$ cat src/rtl/tsc_pkg.sv
package tsc_pkg;

    localparam int DATA_W     = 32;
    localparam int RAW_BITS   = 12;
    localparam int GE_BITS    = 10;
    localparam int VTS_BITS   = 9;
    localparam int REF_BITS   = 6;
    localparam int SLOPE_BITS = 6;
    localparam int GUARD_BITS = 3;

    // numerator of the scale, pre-shifted by the guard bits
    localparam logic [DATA_W-1:0] SCALE_NUM = 32'd203450520 << GUARD_BITS;
    localparam int SLOPE_BASE = 165;
    localparam int GE_BASE    = 10000;
    localparam int VTS_BIAS   = 3350;
    localparam int REF_MULT   = 500;

    localparam logic [GE_BITS-1:0]    DEF_GE    = 10'd512;
    localparam logic [VTS_BITS-1:0]   DEF_VTS   = 9'd260;
    localparam logic [REF_BITS-1:0]   DEF_REF   = 6'd40;
    localparam logic [SLOPE_BITS-1:0] DEF_SLOPE = 6'd0;

    // register select values on the configuration port
    localparam int ADDR_GE    = 0;
    localparam int ADDR_REF   = 1;
    localparam int ADDR_SLOPE = 2;
    localparam int ADDR_VTS0  = 3;

    typedef enum logic [1:0] {
        ST_LOAD,
        ST_DIV_SLOPE,
        ST_DIV_GAIN,
        ST_READY
    } seq_state_t;

    typedef enum logic {
        DV_IDLE,
        DV_RUN
    } div_state_t;

endpackage

$ cat src/rtl/tsc_divider.sv
module tsc_divider import tsc_pkg::*; #(
    parameter int W = 32,
    localparam int CW = $clog2(W + 1)
) (
    input  logic         clk,
    input  logic         rst_n,
    input  logic         start,
    input  logic [W-1:0] dividend,
    input  logic [W-1:0] divisor,
    output logic         done,
    output logic [W-1:0] quotient
);

    div_state_t    st_q;
    logic [W-1:0]  rem_q;
    logic [W-1:0]  quo_q;
    logic [W-1:0]  dvs_q;
    logic [W-1:0]  dvd_q;
    logic [CW-1:0] cnt_q;
    logic          done_q;

    logic [W:0]    trial;
    logic [W:0]    trial_sub;
    logic          take;

    // one restoring step: bring down the next dividend bit
    always_comb begin
        trial     = {rem_q, quo_q[W-1]};
        take      = (trial >= {1'b0, dvs_q});
        trial_sub = trial - {1'b0, dvs_q};
    end

    always_ff @(posedge clk or negedge rst_n) begin
        if (!rst_n) begin
            st_q   <= DV_IDLE;
            rem_q  <= '0;
            quo_q  <= '0;
            dvs_q  <= '0;
            dvd_q  <= '0;
            cnt_q  <= '0;
            done_q <= 1'b0;
        end else begin
            done_q <= 1'b0;
            if (start) begin
                st_q  <= DV_RUN;
                rem_q <= '0;
                quo_q <= dividend;
                dvs_q <= divisor;
                dvd_q <= dividend;
                cnt_q <= CW'(W);
            end else if (st_q == DV_RUN) begin
                rem_q <= take ? trial_sub[W-1:0] : trial[W-1:0];
                quo_q <= {quo_q[W-2:0], take};
                cnt_q <= cnt_q - CW'(1);
                if (cnt_q == CW'(1)) begin
                    st_q   <= DV_IDLE;
                    done_q <= 1'b1;
                end
            end
        end
    end

    assign done     = done_q;
    assign quotient = quo_q;


    nonzero_divisor_chk: assert property (@(posedge clk) disable iff (!rst_n)
        start |-> (divisor != '0));


    quotient_exact_chk: assert property (@(posedge clk) disable iff (!rst_n)
        done_q |-> ((({{W{1'b0}}, quo_q} * {{W{1'b0}}, dvs_q}) + {{W{1'b0}}, rem_q})
                    == {{W{1'b0}}, dvd_q}) && (rem_q < dvs_q));

endmodule

$ cat src/rtl/tsc_calib_regs.sv
module tsc_calib_regs import tsc_pkg::*; #(
    parameter int NUM_SENS = 5,
    localparam int CFG_AW = $clog2(ADDR_VTS0 + NUM_SENS)
) (
    input  logic                  clk,
    input  logic                  rst_n,
    input  logic                  we,
    input  logic [CFG_AW-1:0]     addr,
    input  logic [GE_BITS-1:0]    wdata,
    output logic [GE_BITS-1:0]    ge,
    output logic [REF_BITS-1:0]   ref_t,
    output logic [SLOPE_BITS-1:0] slope,
    output logic [VTS_BITS-1:0]   vts [NUM_SENS]
);

    always_ff @(posedge clk or negedge rst_n) begin
        if (!rst_n) begin
            ge    <= DEF_GE;
            ref_t <= DEF_REF;
            slope <= DEF_SLOPE;
        end else if (we) begin
            if (addr == CFG_AW'(ADDR_GE))    ge    <= wdata;
            if (addr == CFG_AW'(ADDR_REF))   ref_t <= wdata[REF_BITS-1:0];
            if (addr == CFG_AW'(ADDR_SLOPE)) slope <= wdata[SLOPE_BITS-1:0];
        end
    end

    for (genvar i = 0; i < NUM_SENS; i++) begin : g_vts
        always_ff @(posedge clk or negedge rst_n) begin
            if (!rst_n)
                vts[i] <= DEF_VTS;
            else if (we && addr == CFG_AW'(ADDR_VTS0 + i))
                vts[i] <= wdata[VTS_BITS-1:0];
        end
    end

endmodule

$ cat src/rtl/tsc_convert.sv
module tsc_convert import tsc_pkg::*; (
    input  logic                clk,
    input  logic                rst_n,
    input  logic                fire,
    input  logic [RAW_BITS-1:0] raw,
    input  logic [VTS_BITS-1:0] vts,
    input  logic [REF_BITS-1:0] ref_t,
    input  logic [DATA_W-1:0]   scale,
    output logic                done,
    output logic [DATA_W-1:0]   result
);

    logic signed [DATA_W-1:0] diff;
    logic signed [DATA_W-1:0] prod;
    logic signed [DATA_W-1:0] shr;
    logic signed [DATA_W-1:0] base;
    logic signed [DATA_W-1:0] val;

    always_comb begin
        diff = $signed(DATA_W'(raw)) - $signed(DATA_W'(vts)) - $signed(DATA_W'(VTS_BIAS));
        prod = $signed(scale) * diff;
        shr  = prod >>> GUARD_BITS;
        base = $signed(DATA_W'(ref_t)) * $signed(DATA_W'(REF_MULT));
        val  = base - shr;
    end

    always_ff @(posedge clk or negedge rst_n) begin
        if (!rst_n) begin
            done   <= 1'b0;
            result <= '0;
        end else begin
            done <= fire;
            if (fire) result <= val;
        end
    end

endmodule

$ cat src/rtl/tsense_conv.sv
module tsense_conv import tsc_pkg::*; #(
    parameter int NUM_SENS = 5,
    parameter int RAW_IN_W = 16,
    localparam int CFG_AW = $clog2(ADDR_VTS0 + NUM_SENS),
    localparam int SEL_W  = (NUM_SENS > 1) ? $clog2(NUM_SENS) : 1
) (
    input  logic                 clk,
    input  logic                 rst_n,
    input  logic                 cfg_we,
    input  logic [CFG_AW-1:0]    cfg_addr,
    input  logic [GE_BITS-1:0]   cfg_wdata,
    input  logic                 req_valid,
    input  logic [RAW_IN_W-1:0]  req_raw,
    input  logic [SEL_W-1:0]     req_sensor,
    output logic                 busy,
    output logic                 done,
    output logic [DATA_W-1:0]    result
);

    logic [GE_BITS-1:0]    ge_q;
    logic [REF_BITS-1:0]   ref_q;
    logic [SLOPE_BITS-1:0] slope_q;
    logic [VTS_BITS-1:0]   vts_q [NUM_SENS];

    seq_state_t        st_q, st_d;
    logic              div_start, div_done;
    logic [DATA_W-1:0] div_dvd, div_dvs, div_quo;
    logic [DATA_W-1:0] scale_q;

    logic              sensor_ok, fire;
    logic [VTS_BITS-1:0] vts_sel;

    tsc_calib_regs #(.NUM_SENS(NUM_SENS)) u_regs (
        .clk   (clk),
        .rst_n (rst_n),
        .we    (cfg_we),
        .addr  (cfg_addr),
        .wdata (cfg_wdata),
        .ge    (ge_q),
        .ref_t (ref_q),
        .slope (slope_q),
        .vts   (vts_q)
    );

    tsc_divider #(.W(DATA_W)) u_div (
        .clk      (clk),
        .rst_n    (rst_n),
        .start    (div_start),
        .dividend (div_dvd),
        .divisor  (div_dvs),
        .done     (div_done),
        .quotient (div_quo)
    );

    // state register
    always_ff @(posedge clk or negedge rst_n) begin
        if (!rst_n) st_q <= ST_LOAD;
        else        st_q <= st_d;
    end

    // next state; any calibration write restarts the sequence
    always_comb begin
        st_d = st_q;
        unique case (st_q)
            ST_LOAD:      st_d = ST_DIV_SLOPE;
            ST_DIV_SLOPE: if (div_done) st_d = ST_DIV_GAIN;
            ST_DIV_GAIN:  if (div_done) st_d = ST_READY;
            ST_READY:     st_d = ST_READY;
            default:      st_d = ST_LOAD;
        endcase
        if (cfg_we) st_d = ST_LOAD;
    end

    // state outputs
    always_comb begin
        div_start = 1'b0;
        div_dvd   = SCALE_NUM;
        div_dvs   = DATA_W'(SLOPE_BASE) + DATA_W'(slope_q);
        busy      = 1'b1;
        unique case (st_q)
            ST_LOAD:      div_start = !cfg_we;
            ST_DIV_SLOPE: begin
                div_start = div_done && !cfg_we;
                div_dvd   = div_quo;
                div_dvs   = DATA_W'(GE_BASE) + DATA_W'(ge_q);
            end
            ST_DIV_GAIN:  div_start = 1'b0;
            ST_READY:     busy = 1'b0;
            default:      busy = 1'b1;
        endcase
    end

    always_ff @(posedge clk or negedge rst_n) begin
        if (!rst_n)
            scale_q <= '0;
        else if (st_q == ST_DIV_GAIN && div_done && !cfg_we)
            scale_q <= div_quo;
    end

    // request qualification and reference-code select
    assign sensor_ok = ({1'b0, req_sensor} < (SEL_W + 1)'(NUM_SENS));
    assign fire      = req_valid && !busy && sensor_ok;

    always_comb begin
        vts_sel = '0;
        for (int i = 0; i < NUM_SENS; i++)
            if (req_sensor == SEL_W'(i)) vts_sel = vts_q[i];
    end

    tsc_convert u_conv (
        .clk    (clk),
        .rst_n  (rst_n),
        .fire   (fire),
        .raw    (req_raw[RAW_BITS-1:0]),
        .vts    (vts_sel),
        .ref_t  (ref_q),
        .scale  (scale_q),
        .done   (done),
        .result (result)
    );


    cfg_write_busy_chk: assert property (@(posedge clk) disable iff (!rst_n)
        cfg_we |=> busy);


    done_source_chk: assert property (@(posedge clk) disable iff (!rst_n)
        done |-> $past(req_valid && !busy && sensor_ok));


    busy_block_chk: assert property (@(posedge clk) disable iff (!rst_n)
        (req_valid && busy) |=> !done);


    result_hold_chk: assert property (@(posedge clk) disable iff (!rst_n)
        !done |-> $stable(result));


    ready_after_gain_chk: assert property (@(posedge clk) disable iff (!rst_n)
        $fell(busy) |-> ($past(st_q) == ST_DIV_GAIN) && !$past(cfg_we));

endmodule

$ cat config.mk
export PLATFORM = sky130hd
export DESIGN_NAME = tsense_conv
export DESIGN_NICKNAME = d
export VERILOG_FILES = /design/src/rtl/tsc_pkg.sv /design/src/rtl/tsc_divider.sv /design/src/rtl/tsc_calib_regs.sv /design/src/rtl/tsc_convert.sv /design/src/rtl/tsense_conv.sv
export SDC_FILE = /design/constraint.sdc
export NUM_CORES = 1
export LEC_CHECK = 0
export CELL_PAD_IN_SITES_DETAIL_PLACEMENT = 1
export CELL_PAD_IN_SITES_GLOBAL_PLACEMENT = 2
export CORE_ASPECT_RATIO = 0.5
export CORE_MARGIN = 1.5
export CORE_UTILIZATION = 40
export DETAILED_ROUTE_END_ITERATION = 10
export PLACE_DENSITY = 0.79
export SYNTH_ARGS = -nofsm -noshare
export SYNTH_HDL_FRONTEND = slang
export SYNTH_SLANG_ARGS = --single-unit
$ cat constraint.sdc
create_clock -name clk -period 14.5 [get_ports clk]
set_clock_uncertainty 0.2 [all_clocks]
set_input_delay 1.45 -clock clk [delete_from_list [all_inputs] [get_ports clk]]
set_output_delay 1.45 -clock clk [all_outputs]
set_load 0.02 [all_outputs]
==> Word-level counts from Yosys, hierarchy flattened <==
Index checks and enable logic that the tools add are counted.
{ "word_totals": {"register_bits": 238} }
{ "op_classes": {"n_addsub": 7, "multipliers": 2, "order_cmp": 2, "n_eq_ne": 18, "n_mux": 26, "n_reduce_logical": 20} }
{ "ops": {"columns": ["operator", "n"], "rows": [
  ["$mux 32", 6],
  ["$mux 9", 5],
  ["$ge 33x32->1", 1],
  ["$mul 32x32->32", 1],
  ["$sub 32x13->32 const B", 1],
  ["$sub 32x32->32", 1],
  ["$sub 16x29->30", 1],
  ["$add 14x10->15 const A", 1],
  ["$eq 3x3->1 const B", 5],
  ["$mux 15", 1],
  ["$mul 6x7->13 const B", 1],
  ["$sub 12x9->13", 1],
  ["$eq 3x2->1 const B", 4],
  ["$mux 6", 2],
  ["$logic_and 1x1->1", 10],
  ["$reduce_and 2->1", 5],
  ["$add 8x6->9 const A", 1],
  ["$pmux 2 s4", 1],
  ["$mux 1", 7],
  ["$eq 3x1->1 const B", 2],
  ["$eq 6x1->1 const B", 1],
  ["$logic_not 3->1", 2],
  ["$mux 2", 3],
  ["$ne 3x2->1 const B", 2],
  ["9 further kinds", 10]
]} }

==> Depth between registers and ports, before layout <==
Gate-level depths: netlist of run 1.
{ "depth": {"ltp_word": 10, "ltp_mapped": 48} }

==> Cells and area by module <==
Synthesis of run 1 repeated with hierarchy kept, for this count alone.
{ "unflattened": {"cells_unflattened": 2724, "hier_area_um2": 25794.7} }
{ "by_module_without_submodules": {"columns": ["mod", "instances", "cells_each", "area_per_inst_um2"], "rows": [
  ["tsc_convert", 1, 1646, 14428.8],
  ["tsc_divider", 1, 728, 6426.2],
  ["tsc_calib_regs", 1, 150, 2795.2],
  ["tsense_conv", 1, 200, 2144.6]
]} }

==> Worst setup path after synthesis of run 1 <==
OpenSTA, ideal clock, no wires.
{ "synth_path": {"path_type": "input port to flip-flop", "start": "input req_sensor[0]", "end": "register u_conv.result[22]", "setup_time_ps": 129, "arrival_time_ps": 11866, "slack_ps": 2305, "stages": 38, "path_buffers": 2, "path_cell_list": "buf_1 > nor3_1 > a22o_1 > ha_1 > fa_1 > nand2b_1 > a21o_1 > a211oi_2 > o221a_4 > nand3_2 > a21oi_4 > o21ai_0 > ha_1 > clkbuf_1 > and2_1 > fa_1 > fa_1 > fa_1 > (+2 left out) > inv_1 > fa_1 > ha_1 > fa_1 > inv_1 > fa_1 > inv_1 > ha_1 > a21oi_1 > o21ai_1 > o32a_1 > o31ai_4 > xnor2_1 > or4_1 > or3_1 > or3_1 > xnor2_1 > o21ai_1"} }
{ "synth_between": {"elab_chain_len": 10} }
{ "synth_lines": {"columns": ["element", "line_no", "rtl"], "rows": [
  ["start, declared", "tsense_conv.sv:14", "input logic [SEL_W-1:0] req_sensor,"],
  ["$logic_not 3->1", "tsense_conv.sv:107", "if (req_sensor == SEL_W'(i)) vts_sel = vts_q[i];"],
  ["$mux 9 (5 in series)", "tsense_conv.sv:107", null],
  ["$sub 12x9->13", "tsc_convert.sv:20", "diff = $signed(DATA_W'(raw)) - $signed(DATA_W'(vts)) - $signed(DATA_W'(VTS_BIAS));"],
  ["$sub 32x13->32", "tsc_convert.sv:20", null],
  ["$mul 32x32->32", "tsc_convert.sv:21", "prod = $signed(scale) * diff;"],
  ["$sub 16x29->30", "tsc_convert.sv:24", "val = base - shr;"],
  ["end signal, assigned", "tsc_convert.sv:33", "if (fire) result <= val;"],
  ["end, declared", "tsc_convert.sv:10", "output logic [DATA_W-1:0] result"]
]} }
Parallel ways exist; a longest one is shown, timed or not.
A chain may end at the register's enable or synchronous reset.

==> Final worst setup path of run 1 <==
{ "layout_path": {"start": "input req_sensor[2]", "end": "register u_conv.result[28]"} }
Same word-level chain as after synthesis.

==> results of run 1 <==
tightest hold or removal path: cells and delay by family, from the launching register on:
kind	cells	cell delay, ns
flops	1	0.34
compound gates	1	0.06
simple gates	1	0.04
power groups by stage:
stage / clock [mW] / sequential [mW] / combinational, mW
final: 0.700 / 0.913 / 2.50
after global placement: 0 / 0.912 / 2.45
after detailed placement: 0 / 0.920 / 2.50
after CTS: 0.718 / 0.913 / 2.52
after global routing: 0.738 / 0.936 / 2.80
after floorplan: 0 / 0.912 / 1.78
sequential cells by signal, indices dropped and copies added (netlist names), 2 cells and up:
signal and flops:
u_regs.slope 6, u_div.rem_q 32, u_div.dvs_q 13, u_conv.result 30, u_div.cnt_q 6, st_q 2, scale_q 32, u_regs.ge 10
u_div.quotient 32, u_regs.ref_t 6, u_regs.vts 45
per-layer routing:
| layer | up-vias | wire length (µm) | global-route usage [%] | part of all wire, % |
|---|---|---|---|---|
| li1 | 9504 | - | - | - |
| met1 | 10806 | 37100 | 30.8 | 46 |
| met2 | 281 | 38400 | 38.2 | 48 |
| met3 | 81 | 2800 | 2.36 | 3.5 |
| met4 | 0 | 1420 | 4.18 | 1.8 |
| met5 | - | 0 | 0 | 0 |
area by class of cell:
cell class / count / area, µm²
antenna: 1 / 2.50
fill: 8061 / 39600
clock inverter: 14 / 154
tap: 958 / 1200
sequential: 217 / 5450
clock buffer: 36 / 759
timing repair buffer: 115 / 1040
multi-input combinational: 2051 / 20200
inverter: 675 / 2530
placed cells by master, fill, tap and decap left out, types with 38 or more instances in the layout:
cell	Yosys	layout
fa_1	423	423
xnor2_1	103	100
mux2_2	98	98
buf_4	5	49
ha_1	216	216
xor2_1	39	38
nor2b_1	47	47
inv_1	674	674
nor2_1	90	89
a21oi_1	62	62
o21ai_0	92	90
clkdlybuf4s50_1	0	64
dfrtp_1	204	203
and2_1	142	142
nand2_1	389	389
metrics by stage:
| stage | power [mW] | worst slack [ns] | util [%] | instance area (µm²) | hold slack (ns) |
|---|---|---|---|---|---|
| global route | 4.47 | 0.0926 | 44.2 | 31300 | 0.311 |
| global placement | 3.37 | 0.700 | 42.9 | 30400 | 0.260 |
| CTS | 4.15 | 0.966 | 44.2 | 31300 | 0.284 |
| floorplan | 2.69 | 2.30 | - | 28600 | 0.254 |
| finish | 4.11 | 0.868 | 44.2 | 31300 | 0.277 |
| detailed placement | 3.42 | 0.419 | 42.9 | 30400 | 0.269 |
how the worst max path moves through the flow:
stage                             start           endpoint  cells past startpoint
after floorplan           req_sensor[0]  u_conv.result[22]                     38
after global placement    req_sensor[2]  u_conv.result[28]                     42
after detailed placement  req_sensor[2]  u_conv.result[28]                     41
after CTS                 req_sensor[2]  u_conv.result[28]                     41
after global routing      req_sensor[2]  u_conv.result[28]                     43
final                     req_sensor[2]  u_conv.result[28]                     41
cells by family (layout without fill, tap and decap cells):
kind of cell / after synthesis / count (layout) / share of synthesized area (%)
flip-flops: 217 / 217 / 19.0
AO/OA/AOI/OAI: 353 / 353 / 8.42
adder cells (fa/ha/maj): 639 / 639 / 39.0
buffers and inverters: 804 / 840 / 10.6
multiplexers: 109 / 109 / 4.59
AND/OR/NAND/NOR: 800 / 800 / 13.5
other: 0 / 1 / 0
XOR/XNOR: 150 / 150 / 4.87
==> out/results.ini, run 1 <==
[synth]
postSynthAreaPerCell_um2=9.32
ys.flop_type=dfrtp_1
ys_ff_latch=217
synth_edf_count=0
synth-seq-area-share_pct=19.0
syn_area_um2=28600
syn_nets=3747
synthTopCellsByArea=fa_1 30%, dfrtp_1 18%, ha_1 9.4%, inv_1 8.8%, nand2_1 5.1%
netlist_top_cells_count=674 x inv_1, 423 x fa_1, 389 x nand2_1
async_flop_share_pct=100
synth.distinct_cells=89
synth.most_common_cell=inv_1
syn_inst=3072
yosys_warnings=0
yosys.area.top_type=fa_1
synth_top_area_share_pct=29.6

[timing]
setup_viol=0
fin_setup_tns_ns=0
slew_headroom_pct=15.0
worst_pin_slew_ns=1.28
grt_setup_unrepaired=false
drv_slew=0
max_freq_mhz=73.4
fin_crit_ns=13.63
finalHoldViolations=0
finalCritPeriodShare_pct=94.0

[place]
io_buffers=65
dp_hpwl_mm=61.7
dp.cells=4016
place_congestion=0.807

[clock_network]
clk_pin_slew_ns=0.06
insertion_delay_ns=0.57
cts_buffer_depth=3
cts-root-buf=clkbuf_16
cts_tree=yes
cts-htree-levels=1
clock_sinks=217
cts_hold_repair.buffers=0
numCtsBuffers=27
postCtsSetupRepairBufs=0
postCtsResizedCells=0

[critical_path]
crit_type=input port to flop
cpLargestDelayFamily=adder cells
start_kind=input port
path_max_fanout=14
crit_top_cell=fa_1
worst-path-buf-inv=7
reg2reg_slack_ns=2.25
r2r_end=u_conv.result[28]
cp.required_ns=14.74
rr_worst_depth=38
cp.arrival_ns=13.87
critPathMaxStageDelay_ns=0.82
r2r-start=u_regs.vts[9]
cp_slowest_cell=ha_1
cp-end-kind=flop

[power]
sw_frac_of_total_pct=46.7
switchingPower_mw=1.92
ir_drop_v=0.000190
p_int_mw=2.19
comb_power_share_pct=60.8
pwr-share-seq_pct=22.2
p_clk_share_pct=17.0
power_leakage_nw=15.6
pwr_density_cell_nw_per_um2=131

[grt]
grtUsageTotal_pct=22.3
antenna_found_initial=2
grt_pass1_wl_mm=128
gr-total-overflow=0
grt_max_degree=77
grt_pass1_vias=22748

[floorplanning]
fp.dieH_um=192
num_rows=69
io_pins=70
die-area_um2=73300
coreArea_um2=70900
die_x_um=381
initial_core_util_pct=40.4

[drt]
wl_per_cell_um=19.6
dr.pass1.iters=5
dr_total_vias=20672
antenna_left=0
drc_errors=0
wirelength_mm=79.7
viasPerCell=5.08
drtIter0Drc=867

[finish]
nets=3762
final_cells=4067
drive_gt1_share_pct=8.27
syn_to_final_growth_pct=9.45

[worst_hold_path]
min_from=u_conv.result[17]
worst_hold_path.endpoint=u_conv.result[17]
hold_depth=2
hold_path_class=flop to flop

[outcome]
status=finished, final reports clean

[flow_run]
maxCapViolCount=0

Power figures use the tool's default switching activity.
==> inputs of run 2 (changes only) <==
--- a/config.mk
+++ b/config.mk
@@ -11,7 +11,7 @@
 export CORE_MARGIN = 1.5
 export CORE_UTILIZATION = 40
 export DETAILED_ROUTE_END_ITERATION = 10
-export PLACE_DENSITY = 0.79
+export PLACE_DENSITY = 0.8
 export SYNTH_ARGS = -nofsm -noshare
 export SYNTH_HDL_FRONTEND = slang
 export SYNTH_SLANG_ARGS = --single-unit
==> run 2 against run 1 <==
Sequential cell count did not move. Sequential power about the same. Via count rose by 0.14%. Highest routed layer unchanged.
==> out/results.ini, run 2 (synthesized netlist as in run 1, its figures left out) <==
[drt]
dr_total_vias=20701  ; was 20,672
wirelength_mm=78.4  ; was 79.7 mm
dr.pass1.iters=5  ; unchanged
wl_per_cell_um=19.3  ; was 19.6 µm
viasPerCell=5.08  ; about the same
drtIter0Drc=1033  ; was 867
antenna_left=0  ; unchanged
drc_errors=0  ; unchanged

[finish]
multi_input_area_um2=20200  ; unchanged
drive_gt1_share_pct=8.13  ; was 8.27%
regArea_um2=5450  ; unchanged
nets=3766  ; was 3,762
n_fill_cell=8076  ; was 8,061
layout_common_cells=674 x inv_1, 423 x fa_1, 389 x nand2_1  ; unchanged
regMostFlops=u_regs.vts  ; unchanged
final_common_cell=inv_1  ; unchanged
syn_to_final_growth_pct=9.21  ; was 9.45%
finish.utilization_pct=44.1  ; was 44.2%
largest_reg_flops=45  ; unchanged
finalInstanceArea_um2=31300  ; about the same

[grt]
grt_pass1_vias=22516  ; was 22,748
gr-total-overflow=0  ; unchanged
grt_max_degree=119  ; was 77
antenna_found_initial=0  ; was 2
grtUsageTotal_pct=22.1  ; was 22.3%
grt_pass1_wl_mm=127  ; was 128 mm

[clock_network]
cts_tree=yes  ; unchanged
postCtsSetupRepairBufs=0  ; unchanged
clk_pin_slew_ns=0.06  ; about the same
cts-root-buf=clkbuf_16  ; unchanged
cts-htree-levels=1  ; unchanged
cts_buffer_depth=3  ; unchanged
clock_sinks=217  ; unchanged
postCtsResizedCells=0  ; unchanged
insertion_delay_ns=0.57  ; about the same
numCtsBuffers=26  ; was 27
cts_hold_repair.buffers=0  ; unchanged

[timing]
worst_pin_slew_ns=1.12  ; was 1.28 ns
drv_slew=0  ; unchanged
fin_setup_tns_ns=0  ; unchanged
hold_ws_ns=0.282  ; was 0.277 ns
finalHoldViolations=0  ; unchanged
finalCritPeriodShare_pct=93.0  ; was 94.0%
max_freq_mhz=74.1  ; was 73.4 MHz
slew_headroom_pct=25.1  ; was 15.0%
grt_setup_unrepaired=false  ; unchanged
fin_crit_ns=13.49  ; was 13.63 ns
setup_viol=0  ; unchanged

[worst_hold_path]
hold_path_class=flop to flop  ; unchanged
min_from=u_conv.result[20]  ; was u_conv.result[17]

[critical_path]
crit_top_cell=fa_1  ; unchanged
reg2reg_slack_ns=2.37  ; was 2.25 ns
cp-end-kind=flop  ; unchanged
critPathLaunch=req_sensor[0]  ; was req_sensor[2]
r2r-start=u_regs.vts[9]  ; unchanged
crit_type=input port to flop  ; unchanged
worst-path-buf-inv=6  ; was 7
path_max_fanout=19  ; was 14
cp_slowest_cell=ha_1  ; unchanged
cp.required_ns=14.73  ; was 14.74 ns
critPathMaxStageDelay_ns=0.86  ; was 0.82 ns
start_kind=input port  ; unchanged
cpLargestDelayFamily=adder cells  ; unchanged
cp.arrival_ns=13.72  ; was 13.87 ns

[power]
pwr-share-seq_pct=22.4  ; was 22.2%
p_int_mw=2.15  ; was 2.19 mW
power_leakage_nw=15.5  ; was 15.6 nW
p_total_mw=4.08  ; was 4.11 mW
comb_power_share_pct=61.8  ; was 60.8%
p_clk_share_pct=15.8  ; was 17.0%
sw_frac_of_total_pct=47.2  ; was 46.7%
switchingPower_mw=1.93  ; was 1.92 mW
ir_drop_v=0.000136  ; was 0.000190 V
pwr_density_cell_nw_per_um2=131  ; about the same

[floorplanning]
fp.dieH_um=192  ; unchanged
initial_core_util_pct=40.4  ; unchanged
die-area_um2=73300  ; unchanged
die_x_um=381  ; unchanged
coreArea_um2=70900  ; unchanged
num_rows=69  ; unchanged
io_pins=70  ; unchanged

[outcome]
status=finished, final reports clean  ; unchanged

[place]
dp_hpwl_mm=61.2  ; was 61.7 mm
place_area_um2=30400  ; about the same
place_congestion=0.818  ; was 0.807
io_buffers=65  ; unchanged

[flow_run]
maxCapViolCount=0  ; unchanged

run 2: power by group through the flow:
stage	Combinational (mW)	Sequential, mW	Clock, mW
global route	2.83	0.935	0.684
detailed placement	2.53	0.919	0
finish	2.52	0.912	0.645
global placement	2.47	0.911	0
floorplan	1.78	0.912	0
CTS	2.55	0.912	0.662
run 2: layout make-up:
type | count | share of cell area [%]
Multi-Input combinational cell | 2051 | 64.6
Sequential cell | 217 | 17.4
Inverter | 675 | 8.11
Tap cell | 958 | 3.83
Timing Repair Buffer | 120 | 3.42
Clock buffer | 39 | 2.30
Clock inverter | 9 | 0.312
Antenna cell | 2 | 0.0160
run 2: through the flow:
step	cells	setup WS, ns
finish	4071	1.01
global route	4069	0.100
CTS	4069	0.929
detailed placement	4021	0.354
global placement	4021	0.665
floorplan	3072	2.30
run 2: worst paths after layout:
kind	cells past startpoint	end
worst max-delay path	40	u_conv.result[28]
worst min-delay path	2	u_conv.result[20]
worst max register to register	38	u_conv.result[28]
worst min register to register	2	u_conv.result[20]
max in group asynchronous	3	u_div.rem_q[24]
min in group asynchronous	1	scale_q[28]
run 2: worst min-delay path, stage by stage (launching register included):
cell,delay [ns]
dfrtp_1,0.34
nand2_1,0.05
o21ai_0,0.06
run 2: metal layers:
metal | track usage (%) | part of all wire [%]
met5 | 0 | 0
met4 | 5.27 | 2.4
met3 | 2.64 | 3.8
met2 | 36.4 | 47
met1 | 31.1 | 47
==> inputs of run 3 (changes only) <==
--- a/config.mk
+++ b/config.mk
@@ -11,6 +11,7 @@
 export CORE_MARGIN = 1.5
 export CORE_UTILIZATION = 40
 export DETAILED_ROUTE_END_ITERATION = 10
+export HOLD_SLACK_MARGIN = 0.15
 export PLACE_DENSITY = 0.8
 export SYNTH_ARGS = -nofsm -noshare
 export SYNTH_HDL_FRONTEND = slang
==> results of run 3 <==
Final layout, timing and power as in run 2 (identical DEF).
